==> src/rtl/pdio_pkg.sv <==
package pdio_pkg;
  typedef struct packed {
    logic [1:0] upd_sel;
    logic [1:0] cap_sel;
    logic       wd_defer;
    logic       bidir;
    logic       ov_wdmode;
    logic       ov_low;
  } cfg_t;

  localparam logic [1:0] CAP_LATCH = 2'b01;

  // Event vector is ordered so that index equals the select code.
  function automatic logic pick_event(input logic [1:0] sel, input logic [3:0] evts);
    return evts[sel];
  endfunction

  // Capture mask: all pins in bidirectional mode, else input-direction pins only.
  function automatic logic [31:0] cap_mask(input logic bidir, input logic [31:0] dir);
    return bidir ? '1 : ~dir;
  endfunction
endpackage

==> src/rtl/pdio_latch_sync.sv <==
module pdio_latch_sync #(
  parameter int STAGES = 2
) (
  input  logic clk,
  input  logic rst_n,
  input  logic async_in,
  output logic level,
  output logic rise
);
  logic [STAGES:0] chain;

  always_ff @(posedge clk or negedge rst_n) begin
    if (!rst_n) chain[0] <= 1'b0;
    else        chain[0] <= async_in;
  end

  for (genvar i = 1; i <= STAGES; i++) begin : g_stage
    always_ff @(posedge clk or negedge rst_n) begin
      if (!rst_n) chain[i] <= 1'b0;
      else        chain[i] <= chain[i-1];
    end
  end

  assign level = chain[STAGES-1];
  assign rise  = chain[STAGES-1] & ~chain[STAGES];
endmodule

==> src/rtl/pdio_event_sel.sv <==
module pdio_event_sel
  import pdio_pkg::*;
(
  input  cfg_t cfg,
  input  logic sof,
  input  logic eof,
  input  logic sync0,
  input  logic sync1,
  input  logic latch_rise,
  input  logic wd_trig,
  output logic cap_evt,
  output logic upd_evt
);
  logic upd_by_sel;

  assign cap_evt    = pick_event(cfg.cap_sel, {sync1, sync0, latch_rise, sof});
  assign upd_by_sel = pick_event(cfg.upd_sel, {sync1, sync0, 1'b0, eof});
  assign upd_evt    = cfg.ov_wdmode ? wd_trig : upd_by_sel;
endmodule

==> src/rtl/pdio_out_reg.sv <==
module pdio_out_reg #(
  parameter int W = 8
) (
  input  logic         clk,
  input  logic         rst_n,
  input  logic         upd_evt,
  input  logic         wd_expire,
  input  logic         defer,
  input  logic [W-1:0] stage,
  output logic [W-1:0] q,
  output logic         ev_q,
  output logic         pend
);
  always_ff @(posedge clk or negedge rst_n) begin
    if (!rst_n) begin
      q    <= '0;
      pend <= 1'b0;
      ev_q <= 1'b0;
    end else begin
      ev_q <= upd_evt;
      if (wd_expire && !defer) begin
        q    <= '0;
        pend <= 1'b0;
      end else begin
        if (upd_evt) begin
          q    <= pend ? '0 : stage;
          pend <= 1'b0;
        end
        if (wd_expire) pend <= 1'b1;
      end
    end
  end
endmodule

==> src/rtl/pdio_port.sv <==
module pdio_port
  import pdio_pkg::*;
#(
  parameter int W = 8
) (
  input  logic         clk,
  input  logic         rst_n,
  input  logic         cfg_we,
  input  logic [7:0]   cfg_wdata,
  input  logic         sof_pulse,
  input  logic         eof_pulse,
  input  logic         sync0_pulse,
  input  logic         sync1_pulse,
  input  logic         wd_trig_pulse,
  input  logic         wd_expire_pulse,
  input  logic         latch_in,
  input  logic [W-1:0] dir_cfg,
  input  logic [W-1:0] pins_in,
  input  logic [W-1:0] out_stage,
  output logic [W-1:0] pins_out,
  output logic [W-1:0] pins_oe,
  output logic [W-1:0] in_data,
  output logic         outvalid,
  output logic         latch_sof_stat
);
  cfg_t         cfg_q;
  logic         latch_lvl, latch_rise;
  logic         cap_evt, upd_evt;
  logic         ev_q, pend;
  logic [31:0]  mask32;
  logic [W-1:0] cap_m;

  always_ff @(posedge clk or negedge rst_n) begin
    if (!rst_n)      cfg_q <= '0;
    else if (cfg_we) cfg_q <= cfg_t'(cfg_wdata);
  end

  pdio_latch_sync #(.STAGES(2)) u_sync (
    .clk(clk), .rst_n(rst_n), .async_in(latch_in),
    .level(latch_lvl), .rise(latch_rise)
  );

  pdio_event_sel u_sel (
    .cfg(cfg_q), .sof(sof_pulse), .eof(eof_pulse), .sync0(sync0_pulse),
    .sync1(sync1_pulse), .latch_rise(latch_rise), .wd_trig(wd_trig_pulse),
    .cap_evt(cap_evt), .upd_evt(upd_evt)
  );

  pdio_out_reg #(.W(W)) u_out (
    .clk(clk), .rst_n(rst_n), .upd_evt(upd_evt), .wd_expire(wd_expire_pulse),
    .defer(cfg_q.wd_defer), .stage(out_stage), .q(pins_out), .ev_q(ev_q), .pend(pend)
  );

  assign mask32 = cap_mask(cfg_q.bidir, 32'(dir_cfg));
  assign cap_m  = mask32[W-1:0];

  always_ff @(posedge clk or negedge rst_n) begin
    if (!rst_n)       in_data <= '0;
    else if (cap_evt) in_data <= pins_in & cap_m;
  end

  assign pins_oe        = cfg_q.bidir ? '1 : dir_cfg;
  assign outvalid       = ev_q ^ cfg_q.ov_low;
  assign latch_sof_stat = (cfg_q.cap_sel == CAP_LATCH) ? latch_lvl : sof_pulse;
endmodule

==> config.mk <==
export PLATFORM = sky130hd
export DESIGN_NAME = pdio_port
export DESIGN_NICKNAME = d
export VERILOG_FILES = /design/src/rtl/pdio_pkg.sv /design/src/rtl/pdio_latch_sync.sv /design/src/rtl/pdio_event_sel.sv /design/src/rtl/pdio_out_reg.sv /design/src/rtl/pdio_port.sv
export SDC_FILE = /design/constraint.sdc
export NUM_CORES = 1
export LEC_CHECK = 0
export BUFFER_PORTS_ARGS = -buffer_cell sky130_fd_sc_hd__buf_2
export CORE_AREA = 2 2 59 61
export DETAILED_ROUTE_END_ITERATION = 8
export DIE_AREA = 0 0 61 63
export HOLD_SLACK_MARGIN = 0.15
export PLACE_DENSITY = 0.75
export SLEW_MARGIN = 20
export SYNTH_ARGS = -nofsm -noshare
export SYNTH_HDL_FRONTEND = slang
export SYNTH_SLANG_ARGS = --single-unit
==> constraint.sdc <==
create_clock -name clk -period 1.6 [get_ports clk]
set_input_delay 0.48 -clock clk [delete_from_list [all_inputs] [get_ports clk]]
set_output_delay 0.48 -clock clk [all_outputs]
set_load 0.05 [all_outputs]
* Yosys cells after proc, flatten, opt, wreduce, memory -nomap -nowiden
Index checks and enable logic that the tools add are counted.
Storage, ports and cells: register bits 29, input bits 42, output and inout port bits 26, word-level logic and storage cells 39
Operators by class: order comparisons 2, eq/ne operators 1, multiplexer cells 14, bitwise logic cells 5, reductions and logical operators 4
Operator list (count):
- 8-bit two-way mux | 5
- 8-bit bitwise AND | 1
- 8-bit inverter | 1
- 1-bit two-way mux | 7
- 2-bit by 3-bit < comparator with 1-bit output, second input constant | 2
- 1-bit binary-select mux with 2-bit select | 2
- 3-bit nonzero test | 1
- 2-bit by 1-bit == test with 1-bit output, second input constant | 1
- 2-bit nonzero test | 1
- 1-bit bitwise AND | 1
- 1-bit logical AND | 1
- 1-bit zero test | 1
- 1-bit inverter | 1
- 1-bit bitwise XOR | 1

* Longest topological paths before layout
depth in word-level cells 6, gate-level depth with buffers 5, gate-level depth less buffers 3

* By module
Synthesis repeated with hierarchy kept, for this count alone.
Second synthesis, totals: cells, all modules 121, area, all modules 1363.8 µm²
Modules (own cells, without submodules):
- pdio_port | times used 1, cells each 71, area each 765.7 µm², sequential area each 400.4 µm²
- pdio_out_reg | times used 1, cells each 41, area each 455.4 µm², sequential area each 250.2 µm²
- pdio_latch_sync | times used 1, cells each 4, area each 88.8 µm², sequential area each 75.1 µm²
- pdio_event_sel | times used 1, cells each 5, area each 53.8 µm², sequential area each 0.0 µm²

* Least setup slack after synthesis
OpenSTA, ideal clock, no wires.
path kind reg2out, start register cfg_q[0] (netlist name), end output outvalid, arrival time 1.136 ns, data required time 1.120 ns, slack -0.016 ns, cell stages (with the launch flop) 2, buffers on the path 0, path through dfrtp_1 xor2_1
Between the ends: word-level cells in the longest chain between the ends 1
Ends and longest elaborated chain:
- from (decl) | line pdio_port.sv:26 | cfg_t cfg_q;
- from (signal assigned) | line pdio_port.sv:35 | else if (cfg_we) cfg_q <= cfg_t'(cfg_wdata);
- 1-bit bitwise XOR | line pdio_port.sv:63 | assign outvalid = ev_q ^ cfg_q.ov_low;
- to (decl) | line pdio_port.sv:23 | output logic outvalid,
Every way passes these cells.

* Final worst setup path
start register cfg_q[5] (netlist name), end output latch_sof_stat
Between the ends: word-level cells in the longest chain between the ends 2
Ends and longest elaborated chain:
- 2-bit by 1-bit == test with 1-bit output | line pdio_port.sv:64 | assign latch_sof_stat = (cfg_q.cap_sel == CAP_LATCH) ? latch_lvl : sof_pulse;
- 1-bit two-way mux | line pdio_port.sv:64
- to (decl) | line pdio_port.sv:24 | output logic latch_sof_stat
Every way passes these cells.

==> metrics.md <==
| Metric | Value |
|---|---|
| Die Wd | `61 um` |
| Synth cell count leaders | `29 x dfrtp_1, 17 x mux2i_1, 16 x inv_1` |
| Global-route wire length before repair | `4850 um` |
| Root buffer cell | `clkbuf_4` |
| Clock Latency Late Sink | `0.32 ns` |
| Post-synth top area cell | `dfrtp_1` |
| Max frequency | `558 MHz` |
| FP Rows | `21` |
| Total Wirelength | `2950 um` |
| Met2 usage | `30.0%` |
| Total congestion overflow | `0` |
| Startpoint Class | `flip-flop` |
| Vias in the first global route | `1180` |
| Initial DRC count | `24` |
| Total GRT Usage | `16.8%` |
| Setup ws final | `-0.193 ns` |
| Synth cell types | `20` |
| Clock skew | `0.00496 ns` |
| Most common cell in the netlist | `dfrtp_1` |
| Min-delay worst type | `in2async` |
| Largest net degree at the start of global routing | `30` |
| Post-synth top area share | `53.3%` |
| FF-to-FF path depth | `3` |
| Fin. Hold Viols | `0` |
| Crit Path Max Fanout | `2` |
| CTS tree | `built` |
| Worst setup path category | `reg2out` |
| Final period util | `112%` |
| Status | `complete, but fails checks` |
| Cts bufs inserted | `5` |
| Synth Instances | `120` |
| Longest Clk Path Bufs | `2` |
| Post-route ant nets | `0` |
| Max-cap violations | `0` |
| Maximum vdd drop | `0.000630 V` |
| Fillers | `290` |
| Die ar. | `0.00384 mm^2` |
| Seq/Total Area, Yosys | `53.3%` |
| CP required | `1.12 ns` |
| Final setup fails | `9` |
| Met1 global-route usage | `18.0%` |
| Busiest grt layer | `met2` |
| Worst-Margin Slew | `0.644 ns` |
| Minimum clock period | `1.79 ns` |
| Failing checks | `negative setup slack` |
| CTS sink cnt | `29` |
| Synthesis Warnings | `0` |
| Yosys reg bits | `29` |
| Post-synth EDFFs | `0` |
| Synth area leaders | `dfrtp_1 53%, mux2i_1 13%, mux2_2 6.6%, inv_1 4.4%, nand3b_1 4.4%` |
| Initial antenna violation count | `0` |
| Io pins | `68` |
| RSZ-0062 raised after global routing | `true` |
| Synthesized area per cell | `11.3 um^2` |
| Total number of vias | `1108` |
| Final GP Congestion | `0.633` |
| Nets | `235` |
| Main flop type after synthesis | `dfrtp_1` |
| Synthesized Nets | `162` |
| Core Region | `0.00323 mm^2` |
| Final HPWL DP | `2130 um` |
| Starting Density | `42.1%` |
| Max Slew Vio Count | `0` |
| Total power | `2.22 mW` |
| Synthesized area | `0.00136 mm^2` |
| DR WL/cell | `12.3 um` |
| CP Data Arrival Time | `1.31 ns` |
| Pre-Repair DR Iteration Count | `2` |
| Layout cell share with drive strength beyond 1 | `51.8%` |
| Clock transition at the registers of the reported paths | `0.08 ns` |
| Relative slew slack | `57.1%` |
| Port-buffer cells | `67` |
| N_diodes | `0` |
| Place WS | `0.0383 ns` |
| Critical Path Sink Type | `output pin` |
| Die Ht | `63 um` |
| Met3 Use GR | `4.97%` |
| Htree depth | `2` |
| CTS Hold Bufs | `0` |
| Pwr/cell area | `1160 mW/mm^2` |
| Drt drc | `0` |
| Vias per inst | `4.64` |
| Layout area overhead | `40.3%` |
| LEAKAGE | `1.03 nW` |
| Fraction of registers with async set/reset | `100%` |
## worst paths after layout
| check | slack (ns) | end | from |
|---|---|---|---|
| setup / recovery | -0.19 | latch_sof_stat | cfg_q[5] |
| hold / removal | 0.18 | in_data[0] | rst_n |
| setup reg to reg | 0.12 | in_data[4] | cfg_q[4] |
| hold reg to reg | 0.36 | u_sync.level | u_sync.chain[0] |
| max in group asynchronous | 0.96 | cfg_q[2] | rst_n |
| min in group clk | 0.28 | u_sync.chain[0] | latch_in |
## layout by cell type (no fill, tap or decap), drive strengths merged
master	n
buf	72
dfrtp	29
mux2i	17
inv	17
nand2	9
mux2	9
o21ai	8
nand3b	8
or2	8
clkbuf	7
nor2b	2
nand2b	2
nand4b	1
o311a	1
xor2	1
mux4	1
a22o	1
## layer usage
| layer | share of wire [%] | up-vias |
|---|---|---|
| met5 | 0 | - |
| met4 | 1.6 | 0 |
| met3 | 7.3 | 6 |
| met2 | 52 | 52 |
| met1 | 39 | 516 |
| li1 | - | 534 |
## power breakdown
group	switching [mW]	internal [mW]	total (mW)
combinational	0.578	0.295	0.872
sequential	0.0705	0.844	0.915
clock	0.226	0.207	0.433
total	0.874	1.35	2.22
## stage by stage
stage	instance area, um^2	hold WS (ns)	utilization (%)	cells	TNS, ns
2_1_floorplan	1370	0.184	-	120	0
3_3_place_gp	1740	0.335	53.7	228	0
3_5_place_dp	1740	0.344	53.7	228	0
4_1_cts	1890	0.183	58.6	239	-1.40
5_1_grt	1910	0.209	59.1	239	-1.60
6_report	1910	0.183	59.1	239	-1.03
## state kept, by name, summed over array words and instances, names as in the netlist
| register | count |
|---|---|
| cfg_q | 8 |
| in_data | 8 |
| u_out.q | 8 |
| u_sync.chain | 2 |
| u_out.ev_q | 1 |
| u_out.pend | 1 |
| u_sync.level | 1 |
## kinds of logic after synthesis
family	Yosys count	share of synthesized area, %
compound gates	10	4.32
simple gates	30	13.1
buf+inv	23	7.08
xor+xnor	1	0.643
flops	29	53.3
mux	27	21.6
## layout make-up
class	instances	area (um^2)	share of cell area (%)
flip-flops and latches	29	727	38.0
multi-input cells	68	571	29.9
repair buffers	72	437	22.9
inverters	17	63.8	3.34
well taps	46	57.6	3.01
clock buffers	7	55.1	2.88
## worst max-delay path: stages (launching register included)
cell	delay, ns
dfrtp_1	0.39
nand2b_4	0.15
mux2_4	0.31
buf_8	0.15
## what timing repair did
item / 4_1_cts / 5_1_grt
hold endpoints to repair: 0 / 0
gates resized for setup: 23 / 6
endpoints found under the setup margin: 10 / 10
buffers inserted: 4 / 0
pin swaps: 0 / 1
No activity file was read; power rests on OpenSTA's default activity.
